<file path="config.mk">
export PLATFORM = sky130hd
export DESIGN_NAME = stride_prefetch_engine
export DESIGN_NICKNAME = d
export VERILOG_FILES = /design/src/rtl/spe_pkg.sv /design/src/rtl/spe_region_file.sv /design/src/rtl/spe_region_match.sv /design/src/rtl/spe_req_fifo.sv /design/src/rtl/stride_prefetch_engine.sv
export SDC_FILE = /design/constraint.sdc
export NUM_CORES = 2
export LEC_CHECK = 0
export ABC_CLOCK_PERIOD_IN_PS = 23400
export BUFFER_PORTS_ARGS = -buffer_cell sky130_fd_sc_hd__buf_2
export CORE_ASPECT_RATIO = 0.7
export CORE_MARGIN = 2
export CORE_UTILIZATION = 40
export DETAILED_ROUTE_END_ITERATION = 12
export PLACE_DENSITY = 0.6
export SYNTH_ARGS = -nofsm -noshare
export SYNTH_HDL_FRONTEND = slang
export SYNTH_HIERARCHICAL = 1
export SYNTH_SLANG_ARGS = --single-unit
</file>
<file path="constraint.sdc">
create_clock -name clk -period 23.4 [get_ports clk]
set_input_delay 2.34 -clock clk [delete_from_list [all_inputs] [get_ports clk]]
set_output_delay 2.34 -clock clk [all_outputs]
set_load 0.01 [all_outputs]
</file>
<file path="src/rtl/spe_pkg.sv">
package spe_pkg;
   typedef enum logic [1:0] {
      FLD_LOWER  = 2'd0,
      FLD_UPPER  = 2'd1,
      FLD_STEP   = 2'd2,
      FLD_ENABLE = 2'd3
   } spe_field_e;
endpackage

</file>
<file path="src/rtl/spe_region_file.sv">
module spe_region_file #(
   parameter int ADDR_W      = 32,
   parameter int NUM_REGIONS = 4,
   parameter int LINE_W      = 26,
   parameter int RIDX_W      = 2
) (
   input  logic                                  clk,
   input  logic                                  rst_n,
   input  logic                                  cfg_we,
   input  logic [RIDX_W-1:0]                     cfg_region,
   input  logic [1:0]                            cfg_field,
   input  logic [ADDR_W-1:0]                     cfg_wdata,
   input  logic                                  upd_en,
   input  logic [RIDX_W-1:0]                     upd_region,
   input  logic [LINE_W-1:0]                     upd_line,
   output logic [NUM_REGIONS-1:0][ADDR_W-1:0]    r_lower,
   output logic [NUM_REGIONS-1:0][ADDR_W-1:0]    r_upper,
   output logic [NUM_REGIONS-1:0][ADDR_W-1:0]    r_step,
   output logic [NUM_REGIONS-1:0]                r_en,
   output logic [NUM_REGIONS-1:0][LINE_W-1:0]    r_last,
   output logic [NUM_REGIONS-1:0]                r_last_vld
);
   import spe_pkg::*;

   for (genvar g = 0; g < NUM_REGIONS; g++) begin : g_win
      logic wr_hit;
      logic upd_hit;
      assign wr_hit  = cfg_we && (cfg_region == RIDX_W'(g));
      assign upd_hit = upd_en && (upd_region == RIDX_W'(g));

      always_ff @(posedge clk) begin
         if (!rst_n) begin
            r_lower[g]    <= '0;
            r_upper[g]    <= '0;
            r_step[g]     <= '0;
            r_en[g]       <= 1'b0;
            r_last[g]     <= '0;
            r_last_vld[g] <= 1'b0;
         end else begin
            if (wr_hit) begin
               unique case (spe_field_e'(cfg_field))
                  FLD_LOWER:  r_lower[g] <= cfg_wdata;
                  FLD_UPPER:  r_upper[g] <= cfg_wdata;
                  FLD_STEP:   r_step[g]  <= cfg_wdata;
                  FLD_ENABLE: r_en[g]    <= cfg_wdata[0];
               endcase
            end
            // a write forgets the record, even against a same-cycle push
            if (wr_hit) begin
               r_last_vld[g] <= 1'b0;
            end else if (upd_hit) begin
               r_last_vld[g] <= 1'b1;
               r_last[g]     <= upd_line;
            end
         end
      end
   end
endmodule

</file>
<file path="src/rtl/spe_region_match.sv">
module spe_region_match #(
   parameter int ADDR_W      = 32,
   parameter int NUM_REGIONS = 4,
   parameter int LINE_LSB    = 6,
   parameter int RIDX_W      = 2,
   localparam int LINE_W     = ADDR_W - LINE_LSB
) (
   input  logic                               dmd_valid,
   input  logic [ADDR_W-1:0]                  dmd_addr,
   input  logic [NUM_REGIONS-1:0][ADDR_W-1:0] r_lower,
   input  logic [NUM_REGIONS-1:0][ADDR_W-1:0] r_upper,
   input  logic [NUM_REGIONS-1:0][ADDR_W-1:0] r_step,
   input  logic [NUM_REGIONS-1:0]             r_en,
   input  logic [NUM_REGIONS-1:0][LINE_W-1:0] r_last,
   input  logic [NUM_REGIONS-1:0]             r_last_vld,
   output logic                               cand_valid,
   output logic [RIDX_W-1:0]                  cand_region,
   output logic [LINE_W-1:0]                  cand_line
);
   logic [NUM_REGIONS-1:0] hit_vec;
   logic                   any_hit;
   logic [ADDR_W:0]        next_sum;
   logic                   in_bounds;
   logic                   repeat_line;
   logic                   step_zero;

   for (genvar g = 0; g < NUM_REGIONS; g++) begin : g_cmp
      assign hit_vec[g] = r_en[g] && (dmd_addr >= r_lower[g]) && (dmd_addr <= r_upper[g]);
   end

   // lowest index wins: scan downward so the last assignment is the smallest
   always_comb begin
      cand_region = '0;
      any_hit     = 1'b0;
      for (int i = NUM_REGIONS - 1; i >= 0; i--) begin
         if (hit_vec[i]) begin
            cand_region = RIDX_W'(i);
            any_hit     = 1'b1;
         end
      end
   end

   assign next_sum    = {1'b0, dmd_addr} + {1'b0, r_step[cand_region]};
   assign step_zero   = (r_step[cand_region] == '0);
   assign in_bounds   = !next_sum[ADDR_W] && (next_sum[ADDR_W-1:0] <= r_upper[cand_region]);
   assign cand_line   = next_sum[ADDR_W-1:LINE_LSB];
   assign repeat_line = r_last_vld[cand_region] && (r_last[cand_region] == cand_line);
   assign cand_valid  = dmd_valid && any_hit && !step_zero && in_bounds && !repeat_line;
endmodule

</file>
<file path="src/rtl/spe_req_fifo.sv">
module spe_req_fifo #(
   parameter int WIDTH  = 26,
   parameter int DEPTH  = 4,
   localparam int PTR_W = (DEPTH > 1) ? $clog2(DEPTH) : 1,
   localparam int CNT_W = $clog2(DEPTH + 1)
) (
   input  logic             clk,
   input  logic             rst_n,
   input  logic             push,
   input  logic [WIDTH-1:0] wdata,
   input  logic             pop,
   output logic             accepted,
   output logic             out_valid,
   output logic [WIDTH-1:0] rdata,
   output logic [CNT_W-1:0] count
);
   logic [WIDTH-1:0] mem [DEPTH];
   logic [PTR_W-1:0] wr_ptr, rd_ptr;
   logic             full, do_pop;

   assign full      = (count == CNT_W'(DEPTH));
   assign out_valid = (count != '0);
   assign do_pop    = pop && out_valid;
   assign accepted  = push && (!full || do_pop);
   assign rdata     = mem[rd_ptr];

   function automatic logic [PTR_W-1:0] bump(input logic [PTR_W-1:0] p);
      return (p == PTR_W'(DEPTH - 1)) ? '0 : p + PTR_W'(1);
   endfunction

   always_ff @(posedge clk) begin
      if (!rst_n) begin
         wr_ptr <= '0;
         rd_ptr <= '0;
         count  <= '0;
      end else begin
         if (accepted) begin
            mem[wr_ptr] <= wdata;
            wr_ptr      <= bump(wr_ptr);
         end
         if (do_pop) rd_ptr <= bump(rd_ptr);
         unique case ({accepted, do_pop})
            2'b10:   count <= count + CNT_W'(1);
            2'b01:   count <= count - CNT_W'(1);
            default: count <= count;
         endcase
      end
   end
endmodule

</file>
<file path="src/rtl/stride_prefetch_engine.sv">
module stride_prefetch_engine #(
   parameter int ADDR_W      = 32,
   parameter int NUM_REGIONS = 4,
   parameter int LINE_BYTES  = 64,
   parameter int FIFO_DEPTH  = 4,
   localparam int LINE_LSB   = $clog2(LINE_BYTES),
   localparam int LINE_W     = ADDR_W - LINE_LSB,
   localparam int RIDX_W     = $clog2(NUM_REGIONS),
   localparam int CNT_W      = $clog2(FIFO_DEPTH + 1)
) (
   input  logic              clk,
   input  logic              rst_n,
   input  logic              cfg_we,
   input  logic [RIDX_W-1:0] cfg_region,
   input  logic [1:0]        cfg_field,
   input  logic [ADDR_W-1:0] cfg_wdata,
   input  logic              dmd_valid,
   input  logic [ADDR_W-1:0] dmd_addr,
   output logic              pf_valid,
   output logic [ADDR_W-1:0] pf_addr,
   input  logic              pf_ready
);
   if ((1 << LINE_LSB) != LINE_BYTES) begin : g_bad_line
      $error("LINE_BYTES must be a power of two");
   end
   if (NUM_REGIONS < 2) begin : g_bad_regions
      $error("NUM_REGIONS must be at least 2");
   end
   if (FIFO_DEPTH < 1) begin : g_bad_depth
      $error("FIFO_DEPTH must be at least 1");
   end
   if (LINE_LSB < 1 || LINE_LSB >= ADDR_W) begin : g_bad_width
      $error("line size does not fit the address width");
   end

   logic [NUM_REGIONS-1:0][ADDR_W-1:0] r_lower, r_upper, r_step;
   logic [NUM_REGIONS-1:0]             r_en, r_last_vld;
   logic [NUM_REGIONS-1:0][LINE_W-1:0] r_last;
   logic                               cand_valid;
   logic [RIDX_W-1:0]                  cand_region;
   logic [LINE_W-1:0]                  cand_line;
   logic                               q_push;
   logic [LINE_W-1:0]                  head_line;
   logic [CNT_W-1:0]                   q_count;

   spe_region_file #(
      .ADDR_W(ADDR_W), .NUM_REGIONS(NUM_REGIONS), .LINE_W(LINE_W), .RIDX_W(RIDX_W)
   ) i_regs (
      .clk(clk), .rst_n(rst_n),
      .cfg_we(cfg_we), .cfg_region(cfg_region), .cfg_field(cfg_field), .cfg_wdata(cfg_wdata),
      .upd_en(q_push), .upd_region(cand_region), .upd_line(cand_line),
      .r_lower(r_lower), .r_upper(r_upper), .r_step(r_step), .r_en(r_en),
      .r_last(r_last), .r_last_vld(r_last_vld)
   );

   spe_region_match #(
      .ADDR_W(ADDR_W), .NUM_REGIONS(NUM_REGIONS), .LINE_LSB(LINE_LSB), .RIDX_W(RIDX_W)
   ) i_match (
      .dmd_valid(dmd_valid), .dmd_addr(dmd_addr),
      .r_lower(r_lower), .r_upper(r_upper), .r_step(r_step), .r_en(r_en),
      .r_last(r_last), .r_last_vld(r_last_vld),
      .cand_valid(cand_valid), .cand_region(cand_region), .cand_line(cand_line)
   );

   spe_req_fifo #(
      .WIDTH(LINE_W), .DEPTH(FIFO_DEPTH)
   ) i_fifo (
      .clk(clk), .rst_n(rst_n),
      .push(cand_valid), .wdata(cand_line), .pop(pf_ready),
      .accepted(q_push), .out_valid(pf_valid), .rdata(head_line), .count(q_count)
   );

   assign pf_addr = {head_line, {LINE_LSB{1'b0}}};
endmodule

</file>
==> results.yml <==
sta:
  period_minus_slack_ns: 14.40
  slew_headroom_pct: -1.59
  fin_tns_setup_ns: 0
  worst_pin_slew_ns: 1.51
  setup-violations-final: 0
  finalMaxSlewViolations: 2
  rsz0062_at_grt: "false"
  post-route-period-util_pct: 61.5
  fmax_mhz: 69.4
  hold_slack_ns: 0.457
  final_hold_viol_count: 0
  fin_skew_ns: 0.0418
  setup_ws_ns: 9.00
setup_path:
  crit_arrival_ns: 14.95
  cp-end-kind: "flip-flop"
  cp_slowest_stage_delay_ns: 1.08
  path_common_cell: "o21ai_0"
  cp_slowest_cell: "nor4_1"
  critPathKind: "in -> reg"
  path_max_fanout: 41
  crit_path_start_kind: "input pin"
  worstPathRequired_ns: 23.95
clock_network:
  clock_latency_ns: 0.66
  clock_path_buffers: 3
  ctsHoldBuffers: 0
  cts_resized: 0
  htree_levels: 2
  cts_tree: "yes"
  cts_root_buffer: "clkbuf_16"
  post_cts.repair.setup_buffers: 0
  cts.sinks: 609
  cts.reportedPaths.clkPinSlew_ns: 0.06
  cts_made_buffers: 60
die:
  core_area_mm2: 0.0845
  rows: 89
  dieHeight_um: 249
  start_util_pct: 40.5
  dieArea_mm2: 0.0880
  design.portCount: 106
  dieWidth_um: 354
yosys:
  synth_area_leaders: "dfxtp_1 (30%), mux2i_1 (18%), ha_1 (12%)"
  syn_area_mm2: 0.0342
  synth_edf_count: 104
  yosys_warnings: 6
  yosysTopAreaCellShare_pct: 29.5
  yosysSeqAreaShare_pct: 38.6
  synthCells: 3587
  ys_seq_elements: 609
  synthFlopType: "dfxtp_1"
  async_flop_share_pct: 0
  avgSynthCellArea_um2: 9.55
  synth_top_area_cell: "dfxtp_1"
  synthDistinctLibCells: 88
outcome:
  violations: "capacitance limit, slew limit"
  status: "complete, but fails checks"
final_layout:
  fin_nets: 3985
  area_delta_synth_final_pct: 9.63
  stdcell_area_mm2: 0.0375
  drive_above_1_share_pct: 8.18
placed_design:
  hpwl_mm: 68.8
  gp_congestion: 0.913
  placed_area_mm2: 0.0355
  dpl_worst_slack_ns: 8.59
  io_buffer_count: 99
global_routing:
  grt_max_degree: 178
  antenna_found_initial: 3
  grt_pass1_wl_mm: 148
  grt_pass1_vias: 23900
  gr-total-overflow: 0
  grt_use_total_pct: 21.6
detailed_routing:
  post_drt_wl_per_cell_um: 20.4
  drtAntennaViolNets: 0
  drc: 0
  drt-vias-per-instance: 5.37
  via_count: 25700
  drt_iter0_drc: 2458
  drt_wl_total_mm: 97.4
  dr.pass1.iters: 6
flow_run:
  drv_cap: 1
pwr:
  p_leak_nw: 14.1
  max-vdd-ir-drop_mv: 0.0656
  p_per_area_mw_per_mm2: 61.6
min_path:
  hp-class: "reg -> reg"
-- final cells by class --
class	count	area (um2)
Sequential cell	609	13200
Tap cell	1137	1420
Clock buffer	92	1780
Antenna cell	3	7.51
Timing Repair Buffer	141	843
Multi-Input combinational cell	2501	19000
Inverter	272	1020
Fill cell	8080	47000
Clock inverter	18	259
-- final timing paths --
| path | start | end | slack (ns) | depth (start not counted) |
|---|---|---|---|---|
| worst max register to register | i_regs/r_upper[27] | i_regs/r_last[80] | 10.53 | 40 |
| worst min register to register | i_regs/r_last[103] | i_regs/r_last[103] | 0.46 | 2 |
| worst max-delay path | dmd_addr[27] | i_regs/r_last[80] | 9.00 | 40 |
| worst min-delay path | i_regs/r_last[103] | i_regs/r_last[103] | 0.46 | 2 |
-- placed cells by master, fill, tap and decap left out, types with 10 or more instances in the layout --
master	netlist	routed
nand4_1	59	59
edfxtp_1	104	104
o21a_1	11	11
nor2b_1	27	26
mux2i_1	629	629
nand3_1	37	37
a21o_1	39	39
mux4_2	21	21
inv_1	271	271
nor3_1	15	15
clkbuf_8	0	16
xor2_1	16	16
o21ai_0	126	126
buf_2	56	98
a21oi_1	139	139
clkbuf_16	0	60
nand2b_1	16	15
and3_1	11	10
o211ai_1	47	47
xnor2_1	42	42
nand2_1	676	675
nor4_1	17	17
ha_1	325	325
dfxtp_1	505	504
nor2_1	57	51
buf_4	41	39
clkbuf_1	96	16
nand3b_1	12	12
a211oi_1	28	28
-- registers in the layout, summed over array words and instances, names as in the netlist, named ones only --
name               cells
i_fifo/wr_ptr          2
i_regs/r_step        128
i_regs/r_lower       128
i_regs/r_en            4
i_regs/r_last_vld      4
i_fifo/rd_ptr          2
i_regs/r_last        104
i_fifo/mem           104
i_fifo/count           3
i_regs/r_upper       128
-- cells in the mapped netlist (8+ instances only) --
master	number
nor4_1	17
a31oi_1	9
or3_1	9
nor2_1	57
nor3_1	15
buf_2	56
o21bai_1	9
dfxtp_1	505
xnor2_1	42
o21ai_0	126
o21a_1	11
nand3b_1	12
buf_6	9
buf_4	41
a21o_1	39
nand2b_1	16
nand2_1	676
mux2i_1	629
and3_1	11
mux4_2	21
inv_1	271
xor2_1	16
nor2b_1	27
nand3_1	37
o31ai_1	8
ha_1	325
a21oi_1	139
edfxtp_1	104
nand4_1	59
clkbuf_1	96
a211oi_1	28
o211ai_1	47
-- stage by stage --
step	total power [mW]	instances	util [%]
global placement	1.31	4659	42.0
CTS	2.33	4769	44.4
detailed placement	1.31	4659	42.0
finish	2.31	4773	44.4
floorplan	1.23	3592	-
global route	2.39	4770	44.4
-- metal layers --
layer / GRT usage (%) / up-vias / part of all wire (%)
met3: 4.53 / 98 / 7.9
li1: - / 12500 / -
met4: 3.70 / 2 / 1.3
met5: 1.14 / - / 0.14
met2: 30.0 / 777 / 40
met1: 33.9 / 12300 / 51
-- cell families (layout without fill, tap and decap cells) --
| family | Yosys count | after routing | synth area share [%] |
|---|---|---|---|
| AOI/OAI and AO/OA | 480 | 480 | 8.88 |
| adders and majority gates | 327 | 327 | 12.0 |
| other | 1 | 9 | 0.0110 |
| buffers and inverters | 482 | 523 | 6.23 |
| xor gates and xnor gates | 58 | 58 | 1.48 |
| and+or+nand+nor | 972 | 972 | 12.5 |
| muxes | 658 | 658 | 20.3 |
| DFF | 609 | 609 | 38.6 |
-- worst max-delay path: cells and delay by family --
family	cells	cell delay (ns)
fa+ha+maj	4	1.37
buf+inv	3	0.75
mux	3	1.40
xor+xnor	1	0.45
compound gates	14	3.45
simple gates	15	5.08
-- power by group --
part | switching [mW] | total, mW | internal, mW
clock network | 0.430 | 1.02 | 0.588
logic | 0.145 | 0.214 | 0.0694
registers | 0.00494 | 1.08 | 1.07
total | 0.580 | 2.31 | 1.73
Note: power is estimated with default switching activity, not from simulation.
